===== config.mk =====
export PLATFORM = sky130hd
export DESIGN_NAME = sio_regfile
export DESIGN_NICKNAME = d
export VERILOG_FILES = /design/src/rtl/sio_pkg.sv /design/src/rtl/sio_rx_fifo.sv /design/src/rtl/sio_irq_ctrl.sv /design/src/rtl/sio_regfile.sv
export SDC_FILE = /design/constraint.sdc
export NUM_CORES = 1
export LEC_CHECK = 0
export ABC_AREA = 1
export ABC_CLOCK_PERIOD_IN_PS = 2800
export BUFFER_PORTS_ARGS = -buffer_cell sky130_fd_sc_hd__buf_2
export CAP_MARGIN = 25
export CORE_ASPECT_RATIO = 1.4
export CORE_MARGIN = 2
export CORE_UTILIZATION = 44
export DETAILED_ROUTE_END_ITERATION = 12
export HOLD_SLACK_MARGIN = 0.15
export PLACE_DENSITY = 0.65
export SLEW_MARGIN = 20
export SYNTH_ARGS = -nofsm -noshare
export SYNTH_HDL_FRONTEND = slang
export SYNTH_SLANG_ARGS = --single-unit

===== constraint.sdc =====
create_clock -name clk -period 2.8 [get_ports clk]
set_input_delay 0 -clock clk [delete_from_list [all_inputs] [get_ports clk]]
set_output_delay 0 -clock clk [all_outputs]
set_load 0.005 [all_outputs]

===== src/rtl/sio_pkg.sv =====
package sio_pkg;
    // word indices (byte offset / 4); software depends on these
    localparam int unsigned WORD_TXCTRL  = 0;
    localparam int unsigned WORD_TXDMA   = 1;
    localparam int unsigned WORD_RXCTRL  = 2;
    localparam int unsigned WORD_DOUT    = 7;
    localparam int unsigned WORD_POP     = 8;
    localparam int unsigned WORD_PEEK    = 9;
    localparam int unsigned WORD_MASK    = 11;
    localparam int unsigned WORD_ACK     = 12;
    localparam int unsigned WORD_RAW     = 13;
    localparam int unsigned WORD_MASKED  = 14;
    localparam int unsigned NUM_WORDS    = 15;

    // bit positions
    localparam int unsigned RX_EN_BIT    = 3;
    localparam int unsigned AVAIL_BIT    = 16;
    localparam int unsigned TX_IDLE_BIT  = 22;
    localparam int unsigned TX_RDY_BIT   = 24;
    localparam int unsigned IRQ_TX_A     = 0;
    localparam int unsigned IRQ_TX_B     = 1;
    localparam int unsigned IRQ_RX       = 3;

    localparam logic [31:0] RXCTRL_RESET = 32'h0001_0000;
endpackage


===== src/rtl/sio_rx_fifo.sv =====
module sio_rx_fifo #(
    parameter int unsigned DEPTH = 16,
    parameter int unsigned DW    = 8,
    localparam int unsigned PTR_W = (DEPTH > 1) ? $clog2(DEPTH) : 1,
    localparam int unsigned CNT_W = $clog2(DEPTH + 1)
) (
    input  logic             clk,
    input  logic             rst_n,
    input  logic             push_i,
    input  logic [DW-1:0]    din_i,
    input  logic             pop_i,
    output logic [DW-1:0]    head_o,
    output logic [CNT_W-1:0] count_o,
    output logic             empty_o
);
    typedef struct packed {
        logic [PTR_W-1:0] wr_ptr;
        logic [PTR_W-1:0] rd_ptr;
        logic [CNT_W-1:0] count;
    } fifo_state_t;

    fifo_state_t st_d, st_q;
    logic [DW-1:0] mem_q [DEPTH];
    logic push_ok, pop_ok;

    function automatic logic [PTR_W-1:0] bump(input logic [PTR_W-1:0] p);
        return (p == PTR_W'(DEPTH - 1)) ? '0 : p + 1'b1;
    endfunction

    always_comb begin
        push_ok = push_i && (st_q.count != CNT_W'(DEPTH));
        pop_ok  = pop_i && (st_q.count != '0);
        st_d    = st_q;
        if (push_ok) st_d.wr_ptr = bump(st_q.wr_ptr);
        if (pop_ok)  st_d.rd_ptr = bump(st_q.rd_ptr);
        case ({push_ok, pop_ok})
            2'b10:   st_d.count = st_q.count + 1'b1;
            2'b01:   st_d.count = st_q.count - 1'b1;
            default: st_d.count = st_q.count;
        endcase
    end

    always_ff @(posedge clk or negedge rst_n) begin
        if (!rst_n) st_q <= '0;
        else        st_q <= st_d;
    end

    always_ff @(posedge clk) begin
        if (push_ok) mem_q[st_q.wr_ptr] <= din_i;
    end

    assign head_o  = mem_q[st_q.rd_ptr];
    assign count_o = st_q.count;
    assign empty_o = (st_q.count == '0);

    // fill never exceeds capacity
    assert_count_bound_R4: assert property (@(posedge clk) disable iff (!rst_n)
        st_q.count <= CNT_W'(DEPTH));
    // a byte arriving at full is dropped
    assert_full_drop_R4: assert property (@(posedge clk) disable iff (!rst_n)
        (st_q.count == CNT_W'(DEPTH) && !pop_i) |=> st_q.count == CNT_W'(DEPTH));
endmodule


===== src/rtl/sio_irq_ctrl.sv =====
module sio_irq_ctrl #(
    parameter int unsigned DW = 32
) (
    input  logic          clk,
    input  logic          rst_n,
    input  logic          tx_wr_i,
    input  logic          ack_wr_i,
    input  logic [DW-1:0] ack_val_i,
    input  logic          rx_avail_i,
    input  logic [DW-1:0] mask_i,
    output logic [DW-1:0] ack_store_o,
    output logic [DW-1:0] raw_o,
    output logic [DW-1:0] masked_o,
    output logic          irq_o
);
    import sio_pkg::*;

    typedef struct packed {
        logic tx_a;
        logic tx_b;
        logic pending;
    } irq_state_t;

    irq_state_t st_d, st_q;
    logic [DW-1:0] ack_eff;

    always_comb begin
        ack_eff = ack_val_i;
        if (st_q.pending) ack_eff[IRQ_TX_A] = 1'b0;
    end

    always_comb begin
        st_d = st_q;
        if (tx_wr_i) begin
            st_d.tx_a    = 1'b1;
            st_d.tx_b    = 1'b1;
            st_d.pending = 1'b1;
        end else if (ack_wr_i) begin
            if (ack_eff[IRQ_TX_A]) st_d.tx_a = 1'b0;
            if (ack_eff[IRQ_TX_B]) st_d.tx_b = 1'b0;
            st_d.pending = 1'b0;
        end
    end

    always_ff @(posedge clk or negedge rst_n) begin
        if (!rst_n) st_q <= '0;
        else        st_q <= st_d;
    end

    always_comb begin
        raw_o           = '0;
        raw_o[IRQ_TX_A] = st_q.tx_a;
        raw_o[IRQ_TX_B] = st_q.tx_b;
        raw_o[IRQ_RX]   = rx_avail_i;
    end

    assign ack_store_o = ack_eff;
    assign masked_o    = raw_o & mask_i;
    assign irq_o       = |masked_o;

    // transmit write raises both done bits and the pending flag
    assert_tx_sets_R7: assert property (@(posedge clk) disable iff (!rst_n)
        tx_wr_i |=> (st_q.tx_a && st_q.tx_b && st_q.pending));
    // while a transmit is pending, bit 0 cannot have been cleared
    assert_pending_holds_R8: assert property (@(posedge clk) disable iff (!rst_n)
        st_q.pending |-> st_q.tx_a);
    // acknowledge always retires the pending flag
    assert_ack_clears_pending_R8: assert property (@(posedge clk) disable iff (!rst_n)
        (ack_wr_i && !tx_wr_i) |=> !st_q.pending);
endmodule


===== src/rtl/sio_regfile.sv =====
module sio_regfile #(
    parameter int unsigned DATA_W     = 32,
    parameter int unsigned ADDR_W     = 6,
    parameter int unsigned FIFO_DEPTH = 16,
    localparam int unsigned CNT_W     = $clog2(FIFO_DEPTH + 1),
    localparam int unsigned IDX_W     = $clog2(sio_pkg::NUM_WORDS)
) (
    input  logic              clk,
    input  logic              rst_n,
    input  logic              bus_en,
    input  logic              bus_we,
    input  logic [ADDR_W-1:0] bus_addr,
    input  logic [DATA_W-1:0] bus_wdata,
    output logic [DATA_W-1:0] bus_rdata,
    input  logic              rx_valid,
    input  logic [7:0]        rx_data,
    output logic              tx_valid,
    output logic [7:0]        tx_data,
    output logic              irq
);
    import sio_pkg::*;

    typedef struct packed {
        logic [NUM_WORDS-1:0][DATA_W-1:0] words;
        logic [DATA_W-1:0]                rdata;
        logic                             tx_valid;
        logic [7:0]                       tx_data;
    } reg_state_t;

    reg_state_t st_d, st_q;

    logic wr, rd, in_range, writable;
    logic hit_dout, hit_ack, hit_pop, hit_peek, hit_raw, hit_masked;
    logic [IDX_W-1:0] idx;
    logic [DATA_W-1:0] stat_word, rd_mux, ack_store, raw_word, masked_word;
    logic [7:0] fifo_head;
    logic [CNT_W-1:0] fifo_count;
    logic fifo_empty, rx_enable, rx_push;

    // address decode
    always_comb begin
        wr         = bus_en && bus_we;
        rd         = bus_en && !bus_we;
        in_range   = bus_addr < ADDR_W'(NUM_WORDS);
        idx        = bus_addr[IDX_W-1:0];
        hit_dout   = bus_addr == ADDR_W'(WORD_DOUT);
        hit_ack    = bus_addr == ADDR_W'(WORD_ACK);
        hit_pop    = bus_addr == ADDR_W'(WORD_POP);
        hit_peek   = bus_addr == ADDR_W'(WORD_PEEK);
        hit_raw    = bus_addr == ADDR_W'(WORD_RAW);
        hit_masked = bus_addr == ADDR_W'(WORD_MASKED);
        writable   = in_range && !hit_pop && !hit_peek && !hit_raw && !hit_masked;
    end

    assign rx_enable = st_q.words[WORD_RXCTRL][RX_EN_BIT];
    assign rx_push   = rx_valid && rx_enable;

    sio_rx_fifo #(.DEPTH(FIFO_DEPTH), .DW(8)) fifo_i (
        .clk     (clk),
        .rst_n   (rst_n),
        .push_i  (rx_push),
        .din_i   (rx_data),
        .pop_i   (rd && hit_pop),
        .head_o  (fifo_head),
        .count_o (fifo_count),
        .empty_o (fifo_empty)
    );

    sio_irq_ctrl #(.DW(DATA_W)) irq_i (
        .clk         (clk),
        .rst_n       (rst_n),
        .tx_wr_i     (wr && hit_dout),
        .ack_wr_i    (wr && hit_ack),
        .ack_val_i   (bus_wdata),
        .rx_avail_i  (!fifo_empty),
        .mask_i      (st_q.words[WORD_MASK]),
        .ack_store_o (ack_store),
        .raw_o       (raw_word),
        .masked_o    (masked_word),
        .irq_o       (irq)
    );

    // status/data word
    always_comb begin
        stat_word              = '0;
        stat_word[7:0]         = fifo_head;
        stat_word[AVAIL_BIT]   = !fifo_empty;
        stat_word[TX_IDLE_BIT] = 1'b1;
        stat_word[TX_RDY_BIT]  = 1'b1;
    end

    // read mux
    always_comb begin
        if (hit_pop || hit_peek)  rd_mux = stat_word;
        else if (hit_raw)         rd_mux = raw_word;
        else if (hit_masked)      rd_mux = masked_word;
        else if (in_range)        rd_mux = st_q.words[idx];
        else                      rd_mux = '0;
    end

    // next state
    always_comb begin
        st_d          = st_q;
        st_d.tx_valid = 1'b0;
        if (wr && writable)
            st_d.words[idx] = hit_ack ? ack_store : bus_wdata;
        if (wr && hit_dout) begin
            st_d.tx_valid = 1'b1;
            st_d.tx_data  = bus_wdata[7:0];
        end
        if (rd) st_d.rdata = rd_mux;
    end

    always_ff @(posedge clk or negedge rst_n) begin
        if (!rst_n) begin
            st_q                    <= '0;
            st_q.words[WORD_RXCTRL] <= RXCTRL_RESET;
        end else begin
            st_q <= st_d;
        end
    end

    assign bus_rdata = st_q.rdata;
    assign tx_valid  = st_q.tx_valid;
    assign tx_data   = st_q.tx_data;

    // strobe follows a data-out write by one cycle and only then
    assert_tx_strobe_R7: assert property (@(posedge clk) disable iff (!rst_n)
        (wr && hit_dout) |=> (tx_valid && tx_data == $past(bus_wdata[7:0])));
    assert_tx_quiet_R7: assert property (@(posedge clk) disable iff (!rst_n)
        !(wr && hit_dout) |=> !tx_valid);
    // peeking without a push leaves the fill count alone
    assert_peek_keeps_R5: assert property (@(posedge clk) disable iff (!rst_n)
        (rd && hit_peek && !rx_push) |=> $stable(fifo_count));
    // popping a non-empty FIFO without a push removes one byte
    assert_pop_takes_R5: assert property (@(posedge clk) disable iff (!rst_n)
        (rd && hit_pop && !rx_push && !fifo_empty) |=> fifo_count == $past(fifo_count) - 1'b1);
    // with reception off and no pop the count cannot move
    assert_rx_gate_R2: assert property (@(posedge clk) disable iff (!rst_n)
        (!rx_enable && !(rd && hit_pop)) |=> $stable(fifo_count));
    // enabled receive interrupt drives the output
    assert_irq_rx_R10: assert property (@(posedge clk) disable iff (!rst_n)
        (st_q.words[WORD_MASK][IRQ_RX] && !fifo_empty) |-> irq);
endmodule


Yosys cells after proc, flatten, opt, wreduce, memory -nomap -nowiden
Memory sizes are Yosys's and may differ from the RTL's.
Index checks and enable logic that the tools add are counted.
{"block": "classes", "magnitude_cmp": 3, "n_eq_ne": 11, "mux": 21, "addsub": 4, "reduce_logical": 30, "bitwise_logic": 1}
{"operator": "$bwmux 480", "n": 1}
{"operator": "$mux 32", "n": 6}
{"operator": "$bmux 32 s4", "n": 1}
{"operator": "$demux 32 s4", "n": 1}
{"operator": "$and 4x32->32", "n": 1}
{"operator": "$reduce_or 32->1", "n": 1}
{"operator": "$eq 6x4->1 const B", "n": 5}
{"operator": "$logic_and 1x1->1", "n": 14}
{"operator": "$pmux 5 s2", "n": 1}
{"operator": "$mux 9", "n": 1}
{"operator": "$add 4x1->4 const B", "n": 2}
{"operator": "$eq 4x4->1 const B", "n": 2}
{"operator": "$mux 4", "n": 2}
{"operator": "$reduce_bool 2->1", "n": 4}
{"operator": "$eq 6x3->1 const B", "n": 1}
{"operator": "$logic_not 1->1", "n": 6}
{"operator": "$lt 6x4->1 const B", "n": 1}
{"operator": "$mux 1", "n": 6}
{"operator": "$mux 3", "n": 2}
{"operator": "$add 5x1->5 const B", "n": 1}
{"operator": "$logic_not 5->1", "n": 1}
{"operator": "$lt 4x5->1 const B", "n": 1}
{"operator": "$ne 5x5->1 const B", "n": 1}
{"operator": "$reduce_bool 5->1", "n": 1}
{"operator": "6 further kinds", "n": 7}
{"block": "totals", "output_inout_bits": 42, "inputBits": 51, "ff_bits": 537, "memories": 1, "mem_bits_rw": 128, "elab_cells": 95}
{"name": "fifo_i.mem_q", "depth": 16, "width": 8, "read_ports": 1, "rd_clocked_by_memory_dff": 0, "write_ports": 1, "line": "sio_rx_fifo.sv:23", "text": "logic [DW-1:0] mem_q [DEPTH];"}

Depth between registers and ports, before layout
{"block": "depth", "word_depth": 7, "ltp_mapped": 17, "depth_no_buf": 17}

Hierarchy
A second synthesis with hierarchy kept.
{"block": "hier_totals", "hier_cells": 3789, "area_unflattened_um2": 31361.3}
{"module": "sio_regfile", "cells_per_inst": 3000, "area_per_inst_um2": 24019.3, "seq_area_each_um2": 13038.8, "instances": 1}
{"module": "sio_rx_fifo", "cells_per_inst": 675, "area_per_inst_um2": 6501.2, "seq_area_each_um2": 4169.0, "instances": 1}
{"module": "sio_irq_ctrl", "cells_per_inst": 114, "area_per_inst_um2": 840.8, "seq_area_each_um2": 75.1, "instances": 1}

Worst setup path after synthesis
OpenSTA, ideal clock, no wires.
{"block": "synth_path", "kind": "in2reg", "start": "input port bus_addr[0]", "end": "register fifo_i.st_q, in the netlist fifo_i.count_o[4]", "n_path_buf": 3, "t_required_ps": 2721, "path_stages": 17, "arrival_ps": 2174, "path_slack_ps": 547, "setup_time_ps": 79, "path_cell_list": "buf_2 -> inv_1 -> buf_2 -> buf_1 -> nand4_1 -> clkinv_1 -> ha_1 -> inv_1 -> fa_1 -> inv_1 -> a21oi_1 -> nor2_1 -> nor2_1 -> nand2_1 -> nand2_1 -> nor2_1 -> xor2_1"}
{"block": "synth_via", "elab_chain_cells": 5, "elab_cells_between_ends": 7, "cone_classes": "eq/ne: 3; mux: 1; reduce/logical: 3"}
{"element": "from (decl)", "line": "sio_regfile.sv:12", "text": "input logic [ADDR_W-1:0] bus_addr,"}
{"element": "$eq 6x4->1 *", "line": "sio_regfile.sv:48", "text": "hit_pop = bus_addr == ADDR_W'(WORD_POP);"}
{"element": "$logic_and 1x1->1 *", "line": "sio_regfile.sv:63", "text": ".pop_i (rd && hit_pop),"}
{"element": "$logic_and 1x1->1 *", "line": "sio_rx_fifo.sv:32", "text": "pop_ok = pop_i && (st_q.count != '0);"}
{"element": "via fifo_i.pop_ok", "line": "sio_rx_fifo.sv:24", "text": "logic push_ok, pop_ok;"}
{"element": "$eq 2x1->1 or $eq 2x2->1 (tied branches)", "line": "sio_rx_fifo.sv:36", "text": "case ({push_ok, pop_ok})"}
{"element": "$pmux 5 s2 or $reduce_bool 2->1 (tied branches)"}
{"element": "to (signal assigned)", "line": "sio_rx_fifo.sv:45", "text": "else st_q <= st_d;"}
{"element": "to (decl)", "line": "sio_rx_fifo.sv:22", "text": "fifo_state_t st_d, st_q;"}
Mark *: on every way through the listed nets, which the timed path passes. The rest lies on a longest branch.
A chain may end at the register's enable or synchronous reset.

Final worst setup path
{"block": "layout_path", "start": "register fifo_i.st_q, in the netlist fifo_i.count_o[1]", "end": "register fifo_i.st_q, in the netlist fifo_i.count_o[4]"}
{"block": "layout_via", "elab_chain_cells": 4, "elab_cells_between_ends": 10, "cone_classes": "add/sub: 2; eq/ne: 3; mux: 1; reduce/logical: 4"}
{"element": "$reduce_bool 5->1 *", "line": "sio_rx_fifo.sv:32"}
{"element": "$logic_and 1x1->1 *", "line": "sio_rx_fifo.sv:32"}
{"element": "via fifo_i.pop_ok", "line": "sio_rx_fifo.sv:24"}
{"element": "$eq 2x1->1 or $eq 2x2->1 (tied branches)", "line": "sio_rx_fifo.sv:36"}
{"element": "$pmux 5 s2 or $reduce_bool 2->1 (tied branches)"}
Marked as above.

==> impl_metrics.yaml <==
clock_network:
  htreeDepth: 3
  cts_tree: "built"
  cts-resized-gates: 0
  cts_buffer_depth: 3
  cts_root_buffer: "clkbuf_16"
  insertion_delay_ns: 0.60
  cts_sinks: 665
  path_clk_slew_ns: 0.06
  cts_buffers: 66
place:
  dp_hpwl_um: 45100
  place_congestion: 0.888
  io_buffers: 92
sta:
  fin_crit_sh_pct: 89.1
  tightest_slew_ns: 0.808
  min_period_ns: 2.50
  whs_ns: 0.184
  slew_viol_final: 0
  rsz0062_at_grt: "no"
  setup_tns_ns: 0
  final_hold_viol_count: 0
  fmax_mhz: 401
  max-slew-margin-rel_pct: 45.9
  report.final.setup_viol: 0
  skew_ns: 0.0326
pwr:
  leakage_nw: 14.9
  swShare_pct: 24.9
  clockPowerShare_pct: 41.5
  comb_power_share_pct: 9.4
  pwr-share-seq_pct: 49.1
  irDropWorstVdd_mv: 0.381
  powerDensity_mw_per_mm2: 686
  p_int_mw: 16.2
  p_sw_mw: 5.39
global_routing:
  grt_pass1_vias: 21000
  antenna_found_initial: 0
  track_usage_pct: 23.0
  overflow: 0
  grt_pass1_wl_um: 118000
  grt_start_max_net_pins: 101
worst_setup_path:
  worst_ep_required_time_ns: 3.32
  reg2reg_from: "fifo_i.count_o[1]$_DFFE_PN0P_"
  regToRegSetupSlack_ns: 0.30
  ff2ff_path_depth: 14
  worstPathMaxFanout: 4
  end_kind: "flip-flop"
  cp_data_arrival_time_ns: 3.01
  cp-start-kind: "flip-flop"
  worstSetupPathType: "reg2reg"
  r2r_end: "fifo_i.count_o[4]$_DFFE_PN0P_"
finish:
  nets: 3091
  fillers: 5880
  syn_to_final_growth_pct: 12.0
  multi_input_area_mm2: 0.00895
  final_layout_size_suffix_gt1_share_pct: 9.58
  antenna_cells: 0
  seqCellArea_mm2: 0.0173
drt:
  drtPass1Iterations: 6
  viasPerCell: 5.33
  routed_wl_um: 74000
  drc: 0
  wl_per_cell_um: 18.9
  vias: 20800
  dr.first_iter.drc_count: 1960
  final_antenna_net_count: 0
floorplan:
  io-pin-count: 93
  die_area_mm2: 0.0661
  start_util_pct: 44.5
  fp.coreArea_mm2: 0.0633
  fp-row-count: 109
  die_h_um: 303
  die_x_um: 218
logic_synthesis:
  netlist_instances: 3100
  yosysSeqAreaShare_pct: 61.4
  syn_nets: 3161
  synth.distinct_cells: 39
  synth_compound_area_share_pct: 11.3
  syn_area_mm2: 0.0282
  synth-seq-cells: 665
  yosys_warnings: 0
  synth_fa_ha_area_share_pct: 0.471
  synth-simple-area-share_pct: 19.8
  synth_top_family_by_area: "simple AND/OR/NAND/NOR gates"
  synth_mux_area_share_pct: 0
  synth_xor_area_share_pct: 0.124
  avgSynthCellArea_um2: 9.09
min_path:
  holdCritPathClass: "in2reg"
  min_to: "st_q[444]$_DFFE_PN0P_"
  holdPathStages: 4
  worstHoldStart: "bus_wdata[19]"
flow_run:
  drv_cap: 0
run_status:
  outcome: "finished, final reports clean"
area by class of cell:
type,count,share of cell area [%]
clock buffer,96,6.10
clock inverter,20,0.777
inverter,98,1.17
multi-input combinational,1980,28.4
sequential,665,54.8
tap,832,3.30
timing repair buffer,219,5.48
through the flow:
step	power [mW]	cell area [µm²]	setup slack (ns)	instances	utilization (%)
final	21.6	31500	0.304	3910	49.8
after global routing	22.5	31500	0.0305	3910	49.8
after CTS	21.8	31500	0.0694	3909	49.8
after detailed placement	12.8	28800	0.329	3736	45.5
after global placement	12.7	28800	0.322	3735	45.5
after floorplan	12.0	28200	0.547	3100	-
flip-flops by register name (all words and copies together), names as in the netlist:
| signal | count |
|---|---|
| fifo_i.st_q | 8 |
| tx_data | 8 |
| fifo_i.count_o | 5 |
| bus_rdata | 32 |
| st_q | 479 |
| irq_i.raw_o | 2 |
| rx_enable | 1 |
| fifo_i.mem_q | 128 |
| tx_valid | 1 |
| irq_i.st_q | 1 |
synthesized netlist by cell type:
library cell  count  area (µm²)
edfxtp_1        128        3840
buf_6             9         101
o21ai_0         283        1420
buf_1            10        37.5
nand3_2           6        60.1
buf_2            30         150
dfrtp_1         536       13400
nand2_2           2        12.5
xnor2_1           1        8.76
nor3_1            3        15.0
nand2_1        1141        4280
ha_1              9         113
nor2_2            1        6.26
nor3b_1           1        7.51
buf_4            40         300
a21oi_1          15        75.1
a22oi_1         122         916
a21oi_4           1        16.3
fa_1              1        20.0
nand3_1          91         455
nor4_1            1        6.26
o22ai_1           1        6.26
nor2_8            1        20.0
o21ai_1         145         726
o211ai_1          2        15.0
clkinv_1          8        30.0
a21boi_0          2        15.0
dfstp_2           1        26.3
clkbuf_1        268        1010
nor3_4            1        16.3
and3_1            1        6.26
nor2_1          108         405
inv_1            86         323
inv_2             4        15.0
nor2_4            3        33.8
or2_2             1        6.26
xor2_1            3        26.3
nand2_4           4        45.0
nand4_1          30         188
kinds of logic (layout without fill, tap and decap cells):
group,count (synthesis),after routing
AOI/OAI and AO/OA,571,571
buffers and inverters,455,433
DFF,665,665
adders and majority gates,10,10
xor gates and xnor gates,4,4
and+or+nand+nor,1395,1395
worst max-delay path: stages, from the launching register on:
cell	delay, ns
dfrtp_1	0.41
nor2_1	0.16
nand4_1	0.22
nand4_1	0.19
clkinv_1	0.10
ha_1	0.28
inv_1	0.14
fa_1	0.18
inv_1	0.06
a21oi_1	0.13
nor2_1	0.05
nor2_1	0.12
nor2_1	0.05
nor2_1	0.16
xor2_1	0.16
repair_timing:
| action | 4_1_cts | 5_1_grt |
|---|---|---|
| setup buffers | 0 | 1 |
| hold buffers | 57 | 0 |
| hold endpoints to repair | 1051 | 0 |
| endpoints found under the setup margin | 0 | 1 |
power groups by stage:
stage	Combinational [mW]	Sequential [mW]	Clock, mW
floorplan	1.24	10.7	0
detailed placement	1.98	10.8	0
global route	2.31	10.7	9.51
finish	2.03	10.6	8.97
CTS	2.05	10.6	9.16
global placement	1.93	10.8	0
layer usage:
layer | wire (µm) | vias up | GRT usage [%]
li1 | - | 9831 | -
met1 | 31900 | 10200 | 30.6
met2 | 36100 | 637 | 38.7
met3 | 3900 | 129 | 3.43
met4 | 2170 | 0 | 7.89
met5 | 0 | - | 0
worst max path at each step:
stage,cells past startpoint,end,from
2_1_floorplan,17,fifo_i.count_o[4]$_DFFE_PN0P_,bus_addr[0]
3_3_place_gp,15,fifo_i.count_o[4]$_DFFE_PN0P_,fifo_i.count_o[1]$_DFFE_PN0P_
3_5_place_dp,14,fifo_i.count_o[4]$_DFFE_PN0P_,fifo_i.count_o[1]$_DFFE_PN0P_
4_1_cts,12,tx_data[0]$_DFFE_PN0P_,bus_addr[2]
5_1_grt,15,fifo_i.count_o[4]$_DFFE_PN0P_,fifo_i.count_o[1]$_DFFE_PN0P_
6_report,14,fifo_i.count_o[4]$_DFFE_PN0P_,fifo_i.count_o[1]$_DFFE_PN0P_
cells in the final DEF, fill, tap and decap left out, types with 69 or more instances in the layout:
cell type / Yosys / final
nand2_1: 1141 / 1141
nand3_1: 91 / 91
inv_1: 86 / 85
o21ai_0: 283 / 283
buf_2: 30 / 91
o21ai_1: 145 / 145
dfrtp_1: 536 / 535
nor2_1: 108 / 103
edfxtp_1: 128 / 128
a22oi_1: 122 / 122
clkbuf_16: 0 / 69
Power figures use the tool's default switching activity.
